[config.mk]
export PLATFORM = sky130hd
export DESIGN_NAME = corr_clk_gen
export DESIGN_NICKNAME = d
export VERILOG_FILES = /design/src/rtl/corr_clk_pkg.sv /design/src/rtl/corr_edge_sync.sv /design/src/rtl/corr_core.sv /design/src/rtl/corr_strobe.sv /design/src/rtl/corr_clk_gen.sv
export SDC_FILE = /design/constraint.sdc
export NUM_CORES = 1
export LEC_CHECK = 0
export ABC_AREA = 1
export BUFFER_PORTS_ARGS = -buffer_cell sky130_fd_sc_hd__buf_2
export CORE_MARGIN = 2
export CORE_UTILIZATION = 50
export CTS_BUF_LIST = sky130_fd_sc_hd__clkbuf_4 sky130_fd_sc_hd__clkbuf_8
export DETAILED_ROUTE_END_ITERATION = 7
export PLACE_DENSITY = 0.8
export SYNTH_ARGS = -nofsm -noshare
export SYNTH_HDL_FRONTEND = slang
export SYNTH_SLANG_ARGS = --single-unit
[constraint.sdc]
create_clock -name clk -period 2.31 [get_ports clk]
set_clock_uncertainty 0.05 [all_clocks]
set_input_delay 0.5775 -clock clk [delete_from_list [all_inputs] [get_ports clk]]
set_output_delay 0.5775 -clock clk [all_outputs]
set_load 0.01 [all_outputs]
[src/rtl/corr_clk_pkg.sv]
package corr_clk_pkg;

    parameter int CW = 16;
    parameter int NSTB = 4;

    typedef enum logic [0:0] {
        ST_RUN   = 1'b0,
        ST_CATCH = 1'b1
    } corr_state_e;

    typedef struct packed {
        logic [CW-1:0] count;
        logic          pulse;
        logic          land;
    } corr_step_t;

    function automatic logic [CW-1:0] one_val();
        return {{(CW-1){1'b0}}, 1'b1};
    endfunction

endpackage

[src/rtl/corr_edge_sync.sv]
module corr_edge_sync (
    input  logic clk,
    input  logic rst,
    input  logic async_in,
    output logic edge_pulse
);
    logic [2:0] sh;

    always_ff @(posedge clk) begin
        if (rst) sh <= 3'b000;
        else     sh <= {sh[1:0], async_in};
    end

    assign edge_pulse = sh[1] & ~sh[2];

    AST_EDGE_SINGLE: assert property (@(posedge clk) disable iff (rst)
        edge_pulse |=> !edge_pulse);
endmodule

[src/rtl/corr_core.sv]
module corr_core
    import corr_clk_pkg::*;
#(
    parameter int W = CW
) (
    input  logic         clk,
    input  logic         rst,
    input  logic         ref_edge,
    input  logic         zero_in,
    input  logic [W-1:0] target,
    input  logic [W-1:0] clr_val,
    output logic [W-1:0] count,
    output logic         pulse_q,
    output logic         land_q
);
    localparam logic [W-1:0] ONE = {{(W-1){1'b0}}, 1'b1};

    corr_state_e st, st_n;
    logic [W-1:0] nxt;
    logic         step;
    logic         land;

    always_comb begin
        nxt  = count;
        st_n = st;
        step = 1'b0;
        unique case (st)
            ST_RUN: begin
                if (ref_edge) begin
                    if (zero_in || count == clr_val) nxt = ONE;
                    else                             st_n = ST_CATCH;
                end else if (count < target && count != clr_val) begin
                    step = 1'b1;
                end
            end
            ST_CATCH: begin
                if (count == clr_val) begin
                    nxt  = ONE;
                    st_n = ST_RUN;
                end else begin
                    step = 1'b1;
                end
            end
            default: st_n = ST_RUN;
        endcase
        if (step) nxt = count + ONE;
        land = step && ((count + ONE) == clr_val);
    end

    always_ff @(posedge clk) begin
        if (rst) begin
            st      <= ST_RUN;
            count   <= ONE;
            pulse_q <= 1'b0;
            land_q  <= 1'b0;
        end else begin
            st      <= st_n;
            count   <= nxt;
            pulse_q <= step;
            land_q  <= land;
        end
    end

    AST_PULSE_STEP: assert property (@(posedge clk) disable iff (rst)
        pulse_q |-> count == $past(count) + ONE);
    AST_HOLD_AT_TARGET: assert property (@(posedge clk) disable iff (rst)
        (st == ST_RUN && !ref_edge && count >= target) |=> (!pulse_q && $stable(count)));
    AST_STOP_AT_CLR: assert property (@(posedge clk) disable iff (rst)
        (st == ST_RUN && !ref_edge && count == clr_val) |=> $stable(count));
    AST_EDGE_RELOAD: assert property (@(posedge clk) disable iff (rst)
        (st == ST_RUN && ref_edge && (zero_in || count == clr_val)) |=> (count == ONE && !pulse_q));
    AST_CATCH_STEPS: assert property (@(posedge clk) disable iff (rst)
        (st == ST_CATCH && count != clr_val) |=> pulse_q);
endmodule

[src/rtl/corr_strobe.sv]
module corr_strobe #(
    parameter int N = 4
) (
    input  logic         clk,
    input  logic         rst,
    input  logic         land,
    input  logic [N-1:0] en,
    output logic [N-1:0] strobe
);
    for (genvar i = 0; i < N; i++) begin : g_stb
        always_ff @(posedge clk) begin
            if (rst) strobe[i] <= 1'b0;
            else     strobe[i] <= land & en[i];
        end
    end

    AST_STROBE_PULSE: assert property (@(posedge clk) disable iff (rst)
        (strobe != '0) |=> (strobe == '0));
endmodule

[src/rtl/corr_clk_gen.sv]
module corr_clk_gen
    import corr_clk_pkg::*;
#(
    parameter int W = CW,
    parameter int N = NSTB
) (
    input  logic         clk,
    input  logic         rst,
    input  logic         ref_in,
    input  logic         zero_in,
    input  logic [W-1:0] target,
    input  logic [W-1:0] clr_val,
    input  logic [N-1:0] clr_en,
    output logic         mul_pulse,
    output logic [N-1:0] clr_strobe,
    output logic [W-1:0] corr_count
);
    logic ref_edge;
    logic land_q;

    corr_edge_sync u_sync (
        .clk(clk), .rst(rst), .async_in(ref_in), .edge_pulse(ref_edge)
    );

    corr_core #(.W(W)) u_core (
        .clk(clk), .rst(rst), .ref_edge(ref_edge), .zero_in(zero_in),
        .target(target), .clr_val(clr_val), .count(corr_count),
        .pulse_q(mul_pulse), .land_q(land_q)
    );

    logic land_d;
    always_ff @(posedge clk) begin
        if (rst) land_d <= 1'b0;
        else     land_d <= land_q;
    end

    corr_strobe #(.N(N)) u_stb (
        .clk(clk), .rst(rst), .land(land_q), .en(clr_en), .strobe(land_unused_guard)
    );

    logic [N-1:0] land_unused_guard;
    assign clr_strobe = land_unused_guard;

    AST_RESET_QUIET: assert property (@(posedge clk)
        $past(rst) |-> (corr_count == {{(W-1){1'b0}}, 1'b1} && !mul_pulse && clr_strobe == '0));
    AST_STROBE_AT_CLR: assert property (@(posedge clk) disable iff (rst)
        (land_q && !land_d) |-> corr_count == $past(clr_val));
endmodule

==> impl_metrics.ini <==
[outcome]
status = complete, no violations

[floorplanning]
dieArea_um2 = 5130
rows = 24
die_y_um = 71.6
pin_count = 61
die_w_um = 71.6
initial_core_util_pct = 52.1
core_um2 = 4380

[synthesis]
synth_warnings = 0
synthArstFlopShare_pct = 0
synth_area_leaders = dfxtp_1 (23%), nand2_1 (18%), inv_1 (11%)
ys_ff_latch = 26
synth_ff_type = dfxtp_1
postSynthCellCount = 374
syn_nets = 430
syn-mean-instance-area_um2 = 6.11
syn_area_um2 = 2290
ys_seq_area_share_pct = 22.8
synth_edf_count = 0
netlist.area_leader.share_pct = 22.8
yosys.area.top_type = dfxtp_1
yosysUniqueCellTypes = 31

[layout]
fin_area_um2 = 2710
nNetsFinal = 493
final_core_util_pct = 61.8
fillCellCount = 447
multiInputGateArea_um2 = 1430
syn2layout_area_growth_pct = 18.4
fin_cells = 488
seq_area_um2 = 520
drive_gt1_share_pct = 21.3
n_antenna_cell = 0

[detailed_routing]
drt_iter0_markers = 151
drc = 0
first_pass_iters = 4
wl_um = 5530
wl_per_cell_um = 11.3
vias_per_cell = 4.97
ant_nets = 0
dr_total_vias = 2424

[worst_setup_path]
worstSetupEndpointType = register
crit_required_ns = 2.46
crit_path_end = u_core.land_q
r2r_end = u_core.land_q
critical_path_class = reg -> reg
critPathLaunch = u_core.count[1]
cp-start-kind = register
rr_worst_depth = 9
cp.arrival_ns = 2.22
critPathMaxFanout = 7
r2r_start = u_core.count[1]
r2r_setup_slack_ns = 0.24

[sta]
slew_violations = 0
post-route-min-period_ns = 2.07
final-setup-viol-count = 0
min_period_over_period_pct = 89.4
slew-limit-headroom_pct = 69.2
fin_tns_setup_ns = 0
hold_viol = 0
tightest_slew_ns = 0.461
fmax_mhz = 484
rsz0062_at_grt = no

[global_routing]
grt_pass1_wl_um = 9450
gr-total-overflow = 0
grt_pass1_vias = 2211
grt_start_max_net_pins = 25
antenna_found_initial = 0
track_usage_pct = 22.3

[clocking]
clkTransAtPathRegs_ns = 0.09
cts-htree-levels = 1
post_cts_resized = 0
clock_latency_ns = 0.27
numCtsBuffers = 3
cts_tree = built
clock_tree.buffer_depth = 2
cts-root-buf = clkbuf_8
post-cts-setup-buffers = 0
cts-hold-fix-buffers = 0
cts.sinks = 26

[placed_design]
place.gp.congestion = 0.881
dpl_cell_area_um2 = 2640
dpl.hpwl_um = 4420
post-place-cells = 484
portBuffers = 60

[power_and_ir_drop]
p_leak_nw = 1.51
ir_worst_vdd_mv = 0.399
power.density_nw_per_um2 = 391

[run]
max_cap_viol_count = 0

[hold_path]
hold_path_class = reg -> reg
-- through the flow --
step	hold slack [ns]	worst slack [ns]	power, W
2_1_floorplan	0.338	0.302	0.000624
3_3_place_gp	0.342	0.136	0.000688
3_5_place_dp	0.348	0.105	0.000693
4_1_cts	0.361	0.241	0.00107
5_1_grt	0.386	0.0156	0.00111
6_report	0.366	0.245	0.00106
-- synth_stat cells, types with 4 or more instances --
| master | number |
|---|---|
| inv_2 | 7 |
| nand4_1 | 18 |
| nor3_1 | 4 |
| xnor2_1 | 4 |
| o21ai_0 | 5 |
| ha_1 | 16 |
| nand2_1 | 112 |
| inv_1 | 65 |
| dfxtp_1 | 26 |
| a21oi_1 | 22 |
| nand2_2 | 6 |
| nand3_1 | 17 |
| xor2_1 | 13 |
| nor2_1 | 35 |
-- registers in the layout, summed over array words and instances (netlist names) --
name            cells
u_core.count       16
u_core.land_q       1
u_core.pulse_q      1
u_core.st           1
u_stb.strobe        4
u_sync.sh           3
-- kinds of logic (layout without fill, tap and decap cells) --
group,Yosys count,count (layout),synth area share (%)
fa+ha+maj,16,16,8.76
flops,26,26,22.8
simple gates,204,204,40.3
compound gates,30,30,6.84
buf+inv,81,143,14.8
xor+xnor,17,17,6.51
-- power by group --
part / internal (W) / switching [W]
combinational: 0.0000883 / 0.000119
sequential: 0.000459 / 0.0000162
clock: 0.000232 / 0.000144
-- final cells by class --
| type | count | area share (%) |
|---|---|---|
| clock buffers | 3 | 1.52 |
| flip-flops and latches | 26 | 19.2 |
| multi-input cells | 267 | 52.7 |
| inverters | 72 | 9.98 |
| repair buffers | 67 | 13.0 |
| well taps | 52 | 2.40 |
| clock inverters | 1 | 1.11 |
-- worst max-delay path, cell delays in order, from the launching register on --
cell	delay, ns
dfxtp_1	0.45
ha_1	0.25
nand3_1	0.15
nor3_4	0.32
nand2_1	0.15
xor2_1	0.17
nand3_1	0.10
nor2_1	0.13
nand3_1	0.12
nor2_1	0.11
-- cell usage in the layout (no fill, tap or decap), types with 2 or more instances in the layout --
cell,n
ha_1,16
buf_4,7
inv_1,65
nor2_1,35
nor3_1,4
inv_2,7
nand3_1,17
xor2_1,13
xnor2_1,4
nand3_2,2
clkbuf_8,3
nand2_1,112
o21ai_0,5
dfxtp_1,26
nand4_1,18
a21oi_1,22
buf_2,60
nor2_2,3
nand2_2,6
-- per-layer routing --
layer	GRT usage, %	vias to the layer above	wire (um)
met2	38.0	78	2630
met1	30.3	1051	2420
met5	0	-	0
li1	-	1289	-
met4	4.19	0	55
met3	3.38	6	432
-- worst min-delay path by stage --
stage | start | to | cells after the start
2_1_floorplan | u_sync.sh[0] | u_sync.sh[1] | 2
3_3_place_gp | u_sync.sh[0] | u_sync.sh[1] | 2
3_5_place_dp | u_sync.sh[0] | u_sync.sh[1] | 2
4_1_cts | u_sync.sh[0] | u_sync.sh[1] | 2
5_1_grt | u_sync.sh[0] | u_sync.sh[1] | 2
6_report | u_sync.sh[0] | u_sync.sh[1] | 2
No activity file was read; power rests on OpenSTA's default activity.
